### config.mk
export PLATFORM = sky130hd
export DESIGN_NAME = shift_unit
export DESIGN_NICKNAME = d
export VERILOG_FILES = /design/src/rtl/shift_pkg.sv /design/src/rtl/shift_count_sel.sv /design/src/rtl/shift_core.sv /design/src/rtl/shift_ctrl.sv /design/src/rtl/shift_unit.sv
export SDC_FILE = /design/constraint.sdc
export NUM_CORES = 1
export LEC_CHECK = 0
export BUFFER_PORTS_ARGS = -buffer_cell sky130_fd_sc_hd__buf_2
export CORE_MARGIN = 2
export CORE_UTILIZATION = 65
export CTS_BUF_LIST = sky130_fd_sc_hd__clkbuf_4
export CTS_CLUSTER_SIZE = 8
export DETAILED_ROUTE_END_ITERATION = 10
export PLACE_DENSITY = 0.89
export SYNTH_ARGS = -nofsm -noshare
export SYNTH_HDL_FRONTEND = slang
export SYNTH_SLANG_ARGS = --single-unit
### constraint.sdc
create_clock -name clk -period 5.05 [get_ports clk]
set_input_delay 0 -clock clk [delete_from_list [all_inputs] [get_ports clk]]
set_output_delay 0 -clock clk [all_outputs]
set_load 0.01 [all_outputs]
### src/rtl/shift_pkg.sv
package shift_pkg;
    localparam int unsigned DATA_W = 32;
    localparam int unsigned CNT_W  = $clog2(DATA_W);

    typedef enum logic [1:0] {
        KIND_SRL = 2'b00,
        KIND_SRA = 2'b01,
        KIND_SLL = 2'b10,
        KIND_ROL = 2'b11
    } shift_kind_e;

    typedef enum logic {
        ST_IDLE   = 1'b0,
        ST_LOADED = 1'b1
    } ctrl_state_e;
endpackage

### src/rtl/shift_count_sel.sv
module shift_count_sel #(
    parameter int unsigned CW = 5
) (
    input  logic [CW-1:0] imm_cnt,
    input  logic [CW-1:0] reg_cnt,
    output logic [CW-1:0] amount
);
    // The immediate field wins unless it is zero; zero hands over to the register count.
    always_comb begin
        if (imm_cnt != '0) amount = imm_cnt;
        else               amount = reg_cnt;
    end

    always_comb begin
        assert_src_choice_R2: assert ((imm_cnt == '0) || (amount == imm_cnt));
    end
endmodule

### src/rtl/shift_core.sv
module shift_core
    import shift_pkg::*;
#(
    parameter int unsigned W  = 32,
    parameter int unsigned CW = $clog2(W)
) (
    input  logic [1:0]    kind,
    input  logic [W-1:0]  din,
    input  logic [CW-1:0] amount,
    output logic [W-1:0]  dout
);
    // Log-depth shifter. Every shift is done as a rotate left, then a mask picks
    // which positions keep the rotated bits and which take the fill bit.
    logic          right;
    logic [W-1:0]  rev_in;
    logic [W-1:0]  stage [CW+1];
    logic [W-1:0]  rot_out;
    logic [W-1:0]  keep_mask;
    logic [W-1:0]  fill_v;
    logic          fill_bit;

    assign right = (kind == KIND_SRL) || (kind == KIND_SRA);

    // A right shift is a left shift of the bit-reversed operand.
    generate
        for (genvar i = 0; i < W; i++) begin : g_rev
            assign rev_in[i] = din[W-1-i];
        end
    endgenerate

    assign stage[0] = right ? rev_in : din;

    // One rotate stage per count bit.
    generate
        for (genvar s = 0; s < CW; s++) begin : g_stage
            localparam int unsigned SH = 1 << s;
            assign stage[s+1] = amount[s]
                ? {stage[s][W-1-SH:0], stage[s][W-1:W-SH]}
                : stage[s];
        end
    endgenerate

    generate
        for (genvar i = 0; i < W; i++) begin : g_unrev
            assign rot_out[i] = right ? stage[CW][W-1-i] : stage[CW][i];
        end
    endgenerate

    always_comb begin
        logic [W-1:0] low_ones;
        low_ones = ({W{1'b1}} << amount);
        unique case (kind)
            KIND_SRL, KIND_SRA: keep_mask = ~({W{1'b1}} >> amount) ^ {W{1'b1}};
            KIND_SLL:           keep_mask = low_ones;
            default:            keep_mask = {W{1'b1}};
        endcase
    end

    assign fill_bit = (kind == KIND_SRA) ? din[W-1] : 1'b0;
    assign fill_v   = {W{fill_bit}};
    assign dout     = (rot_out & keep_mask) | (fill_v & ~keep_mask);

    always_comb begin
        assert_zero_pass_R7: assert ((amount != '0) || (dout == din));
        assert_rot_ones_R6:  assert ((kind != KIND_ROL) || ($countones(dout) == $countones(din)));
    end
endmodule

### src/rtl/shift_ctrl.sv
module shift_ctrl
    import shift_pkg::*;
(
    input  logic clk,
    input  logic rst,
    input  logic req,
    output logic load,
    output logic busy_valid
);
    ctrl_state_e state_q, state_d;

    // State register.
    always_ff @(posedge clk) begin
        if (rst) state_q <= ST_IDLE;
        else     state_q <= state_d;
    end

    // Next-state logic: CAPTURE, RELOAD and DRAIN.
    always_comb begin
        state_d = state_q;
        unique case (state_q)
            ST_IDLE:   if (req) state_d = ST_LOADED;
            ST_LOADED: state_d = req ? ST_LOADED : ST_IDLE;
            default:   state_d = ST_IDLE;
        endcase
    end

    // Output logic.
    always_comb begin
        load       = req;
        busy_valid = (state_q == ST_LOADED);
    end

    assert_req_valid_R8: assert property (@(posedge clk) disable iff (rst)
        req |=> busy_valid);
    assert_noreq_idle_R9: assert property (@(posedge clk) disable iff (rst)
        !req |=> !busy_valid);
endmodule

### src/rtl/shift_unit.sv
module shift_unit
    import shift_pkg::*;
#(
    parameter int unsigned W  = DATA_W,
    parameter int unsigned CW = $clog2(W)
) (
    input  logic          clk,
    input  logic          rst,
    input  logic          req,
    input  logic [1:0]    kind,
    input  logic [W-1:0]  operand,
    input  logic [CW-1:0] imm_cnt,
    input  logic [CW-1:0] reg_cnt,
    output logic [W-1:0]  result,
    output logic          valid
);
    logic [CW-1:0] amount;
    logic [W-1:0]  shifted;
    logic          load;
    logic [W-1:0]  result_q;

    shift_count_sel #(.CW(CW)) u_sel (
        .imm_cnt (imm_cnt),
        .reg_cnt (reg_cnt),
        .amount  (amount)
    );

    shift_core #(.W(W), .CW(CW)) u_core (
        .kind   (kind),
        .din    (operand),
        .amount (amount),
        .dout   (shifted)
    );

    shift_ctrl u_ctrl (
        .clk        (clk),
        .rst        (rst),
        .req        (req),
        .load       (load),
        .busy_valid (valid)
    );

    always_ff @(posedge clk) begin
        if (load) result_q <= shifted;
    end
    assign result = result_q;

    assert_reset_clear_R1: assert property (@(posedge clk) rst |=> !valid);
    assert_hold_R9: assert property (@(posedge clk) disable iff (rst)
        !req |=> $stable(result));
endmodule

## Yosys cells after proc, flatten, opt, wreduce, memory -nomap -nowiden

Index checks and enable logic that the tools add are counted.

- Bitwise operators: 6
- Divide/modulo/power cells: 0
- Muxes and demuxes: 42
- Reduce and logical (&&, ||, !) cells: 4
- Multiply operators: 0
- Eq/ne operators: 2
- $add $sub $neg: 0
- Order comparisons: 0
- Shift-type cells: 2

Operator list:

| operator | count |
|---|---|
| $mux 32 | 6 |
| $not 32->32 | 3 |
| $and 32x32->32 | 2 |
| $pmux 32 s2 | 1 |
| $mux 1 | 34 |
| $or 32x32->32 | 1 |
| $shl 32x5->32 const A | 1 |
| $shr 32x5->32 const A | 1 |
| $mux 5 | 1 |
| $reduce_bool 5->1 | 1 |
| $eq 2x1->1 const B | 1 |
| $eq 2x2->1 const B | 1 |
| $logic_not 2->1 | 1 |
| $reduce_or 2->1 | 1 |
| $logic_or 1x1->1 | 1 |

- Flip-flop bits (word level): 33
- Bits in read-only memories: 0
- Bits in writable memories: 0
- Memories: 0
- Bits in latches: 0
- Output and inout bits: 33

## Depth between registers and ports, before layout

- Word-level depth: 11
- Mapped depth: 12
- Mapped depth without buffers: 8

## Modules after synthesis

A second synthesis with hierarchy kept.

- Cells, all modules: 631
- Area, all modules: 5627.9 µm²

Modules (own cells, without submodules):

| module | area each (µm²) | times used | cells each | sequential area each (µm²) |
|---|---|---|---|---|
| shift_core | 4541.9 | 1 | 584 | 0.0 |
| shift_unit | 960.9 | 1 | 32 | 960.9 |
| shift_count_sel | 83.8 | 1 | 12 | 0.0 |
| shift_ctrl | 41.3 | 1 | 3 | 20.0 |

## Worst setup path after synthesis

No wires, ideal clock.

- Kind: input to register
- Start point: input port imm_cnt[3]
- End point: register result_q[7], in the netlist result[7], data pin
- Cell stages on the path: 10
- Data arrival time: 2334 ps
- Buffers on the path: 2
- Slack: 2557 ps
- Library setup time: 158 ps
- Required time: 4892 ps
- Cells stage by stage: or3_1 -> buf_6 -> o21ai_4 -> buf_6 -> mux2i_1 -> mux2i_1 -> mux2_2 -> mux2_2 -> a311o_1 -> a211oi_2

- Word-level cells in the longest chain between the ends: 10
- Elaborated cells on any way between the ends: 17
- Those cells by class: 2 x shift; 8 x mux; 6 x bitwise; 1 x reduce/logical

RTL lines:

| element | RTL line | RTL |
|---|---|---|
| start: declaration | shift_unit.sv:12 | `input logic [CW-1:0] imm_cnt,` |
| $reduce_bool 5->1 | shift_count_sel.sv:10 | `if (imm_cnt != '0) amount = imm_cnt;` |
| $mux 5 * | shift_count_sel.sv:10 |  |
| parallel branches: the longest is 7 deep, another holds $shr 32x5->32 | -- |  |
| $or 32x32->32 * | shift_core.sv:61 | `assign dout = (rot_out & keep_mask) \| (fill_v & ~keep_mask);` |
| via shifted[7] | shift_unit.sv:18 | `logic [W-1:0] shifted;` |
| end signal: assignment | shift_unit.sv:44 | `if (load) result_q <= shifted;` |
| end: declaration | shift_unit.sv:20 | `logic [W-1:0] result_q;` |

Mark *: on every way through the listed nets, which the timed path passes.
A chain may end at the register's enable or synchronous reset.

## Worst setup path after layout

- Start point: input port imm_cnt[3]
- End point: register result_q[5], in the netlist result[5], data pin

The elaborated chain is that of the path after synthesis.

==> results.py <==
metrics = {
    "status": {
        "status": "complete, no violations",
    },
    "clock_network": {
        "cts_buffers": 5,
        "cts_sinks": 33,
        "cts_buffer_depth": 2,
        "cts_tree": "done",
        "clock-root-buffer": "clkbuf_4",
        "htreeDepth": 2,
        "cts_resized": 0,
        "clk_pin_slew_ns": 0.11,
    },
    "place": {
        "dpl.hpwl_um": 14650,
        "io_buffer_count": 79,
        "gp_congestion": 1.035,
        "placed_cell_area_sq_um": 5714,
    },
    "synth": {
        "seq_area_frac_synth_pct": 18.13,
        "netlist_area_sq_um": 5411,
        "synth_nets": 741,
        "ys_types": 73,
        "synth_seq_cells": 33,
        "postSynthCellCount": 694,
        "synth_area_per_cell_sq_um": 7.797,
        "async_flop_share_pct": 0,
        "synth-edff-count": 32,
        "yosys_warnings": 0,
        "synth_top_flop_cell": "edfxtp_1",
    },
    "final_layout": {
        "drive_gt1_share_pct": 20.11,
        "layout_common_cells": "buf_2, nor2_1, nand2_1, mux2i_1, a21oi_1",
        "syn_to_final_growth_pct": 6.798,
        "n_antenna_cell": 0,
        "layout_commonest_cell": "buf_2",
        "final_area_sq_um": 5779,
        "nNetsFinal": 772,
    },
    "pwr": {
        "p_switching_mw": 0.5507,
        "power_frac_clock_pct": 12.9,
        "powerDensity_nw_per_um2": 207.4,
        "comb_power_share_pct": 57.4,
        "vdd_ir_drop_max_mv": 0.1714,
        "pwr-share-seq_pct": 29.7,
        "intPower_mw": 0.6480,
        "leakage_nw": 2.211,
        "swShare_pct": 45.94,
    },
    "route": {
        "drt-wirelength-per-cell_um": 24.52,
        "drtPass1Iterations": 6,
        "ant_nets": 0,
        "vias_per_cell": 7.842,
        "drcViolationCount": 0,
        "first_iter_violations": 966,
        "drt-total-wl_um": 20380,
        "vias": 6517,
    },
    "timing": {
        "max_freq_mhz": 294.4,
        "post-route-period-util_pct": 67.26,
        "hold_viol": 0,
        "rsz0062_at_grt": "no",
        "setup_viol": 0,
        "min_period_ns": 3.397,
        "worstMarginPinSlew_ns": 0.9939,
        "slew_viol_final": 0,
        "slew_headroom_pct": 33.50,
        "timing.setup.tns_ns": 0,
    },
    "floorplanning": {
        "die_w_um": 95.25,
        "num_rows": 33,
        "initial_core_util_pct": 66.53,
        "pin_count": 80,
        "die_area_sq_um": 9072,
        "core_area_sq_um": 8134,
        "die_h_um": 95.25,
    },
    "critical_path": {
        "cp-end-kind": "flip-flop",
        "required_ns": 5.15,
        "path_max_fanout": 40,
        "startpoint_type": "primary input",
        "cp-startpoint": "imm_cnt[3]",
        "worstSetupPathType": "in -> reg",
        "critPathCapture": "result[5]",
        "arrival_ns": 3.50,
    },
    "grt": {
        "antenna_found_initial": 0,
        "grt_pass1_vias": 5936,
        "gr-total-overflow": 0,
        "grtUsageTotal_pct": 44.93,
        "grt_pass1_wl_um": 31660,
        "grt_max_degree": 58,
    },
    "hold_path": {
        "hp-class": "in -> reg",
    },
    "flow_run": {
        "cap_violations": 0,
    },
}
## synth_stat cells, drive strengths merged, types with 3 or more instances
library cell,n,area (sq um)
a211oi,33,257.7
nor2b,6,37.54
a221oi,6,65.06
o211a,9,90.09
o21ai,44,231.5
nor3,15,86.34
o211ai,11,82.58
a31o,8,70.07
o32ai,5,51.30
a22o,4,35.03
a2111oi,15,138.9
mux2i,58,580.6
nand3,21,105.1
o22a,3,26.28
a22oi,20,150.1
and2,8,50.05
nor4,5,52.55
o221ai,6,52.55
a311oi,5,43.79
mux2,21,236.5
a32oi,3,26.28
buf,38,236.5
mux4,7,157.7
o31ai,3,22.52
o41ai,4,35.03
a311o,3,30.03
nor2,75,281.5
o311ai,3,26.28
or3,6,37.54
o22ai,14,87.58
nand2,69,259.0
a211o,4,35.03
a31oi,11,68.82
a21o,6,45.04
edfxtp,32,960.9
nand2b,7,43.79
inv,3,11.26
clkbuf,25,93.84
a21oi,49,256.5
o21a,7,52.55
## sequential cells by signal (all words and copies together) (netlist names)
name               count
result                32
u_ctrl.busy_valid      1
## stage by stage
stage / power, mW / setup WS [ns] / hold slack [ns] / utilization (%) / std cells
4_1_cts: 1.164 / 1.774 / 0.2702 / 71.05 / 831
3_5_place_dp: 1.012 / 1.416 / 0.1581 / 70.25 / 822
5_1_grt: 1.253 / 1.526 / 0.2917 / 71.05 / 831
2_1_floorplan: 0.8197 / 2.557 / 0.07161 / - / 694
6_report: 1.199 / 1.653 / 0.2761 / 71.05 / 831
3_3_place_gp: 1.000 / 1.512 / 0.1545 / 70.25 / 822
## cell families after synthesis
logic type | after synthesis | synth area share, %
AOI/OAI and AO/OA | 285 | 38.24
and+or+nand+nor | 220 | 18.73
muxes | 86 | 18.01
buffers and inverters | 70 | 6.890
DFF | 33 | 18.13
## how the worst min path moves through the flow
stage / endpoint / cells after the start / start
after floorplan: u_ctrl.busy_valid / 1 / rst
after global placement: u_ctrl.busy_valid / 2 / rst
after detailed placement: u_ctrl.busy_valid / 2 / rst
after CTS: result[26] / 1 / req
after global routing: result[5] / 1 / req
final: result[0] / 1 / req
## repair_timing
| action | 4_1_cts | 5_1_grt |
|---|---|---|
| buffers inserted | 0 | 0 |
| hold endpoints to repair | 1 | 0 |
| hold buffers | 1 | 0 |
## routing by layer
layer  vias up  part of all wire, %  track usage, %
met3       128                   14           13.28
met1      2962                   38           59.25
met5         -                    0               0
li1       2830                    -               -
met4         0                  4.8           18.72
met2       597                   43           68.37
## power groups by stage
stage	clock (mW)	combinational, mW	sequential (mW)
floorplan	0	0.438	0.382
global placement	0	0.639	0.361
detailed placement	0	0.651	0.361
CTS	0.154	0.655	0.355
global route	0.165	0.729	0.359
finish	0.155	0.688	0.356
## critical path, stage by stage
cell and delay (ns):
buf_2 0.15, or3_1 0.66, o21ai_4 0.89, a2111oi_0 0.31
nor4_2 0.64, o22ai_1 0.17, a211oi_2 0.20, o22ai_1 0.11
or3_1 0.34
## area by class of cell
cell class | count | area (sq um)
timing repair buffer | 90 | 483.0
clock inverter | 2 | 10.01
tap | 105 | 131.4
fill | 681 | 2355
multi-input combinational | 591 | 4114
inverter | 4 | 15.01
sequential | 33 | 980.9
clock buffer | 6 | 45.04
(Power assumes the default switching activity.)
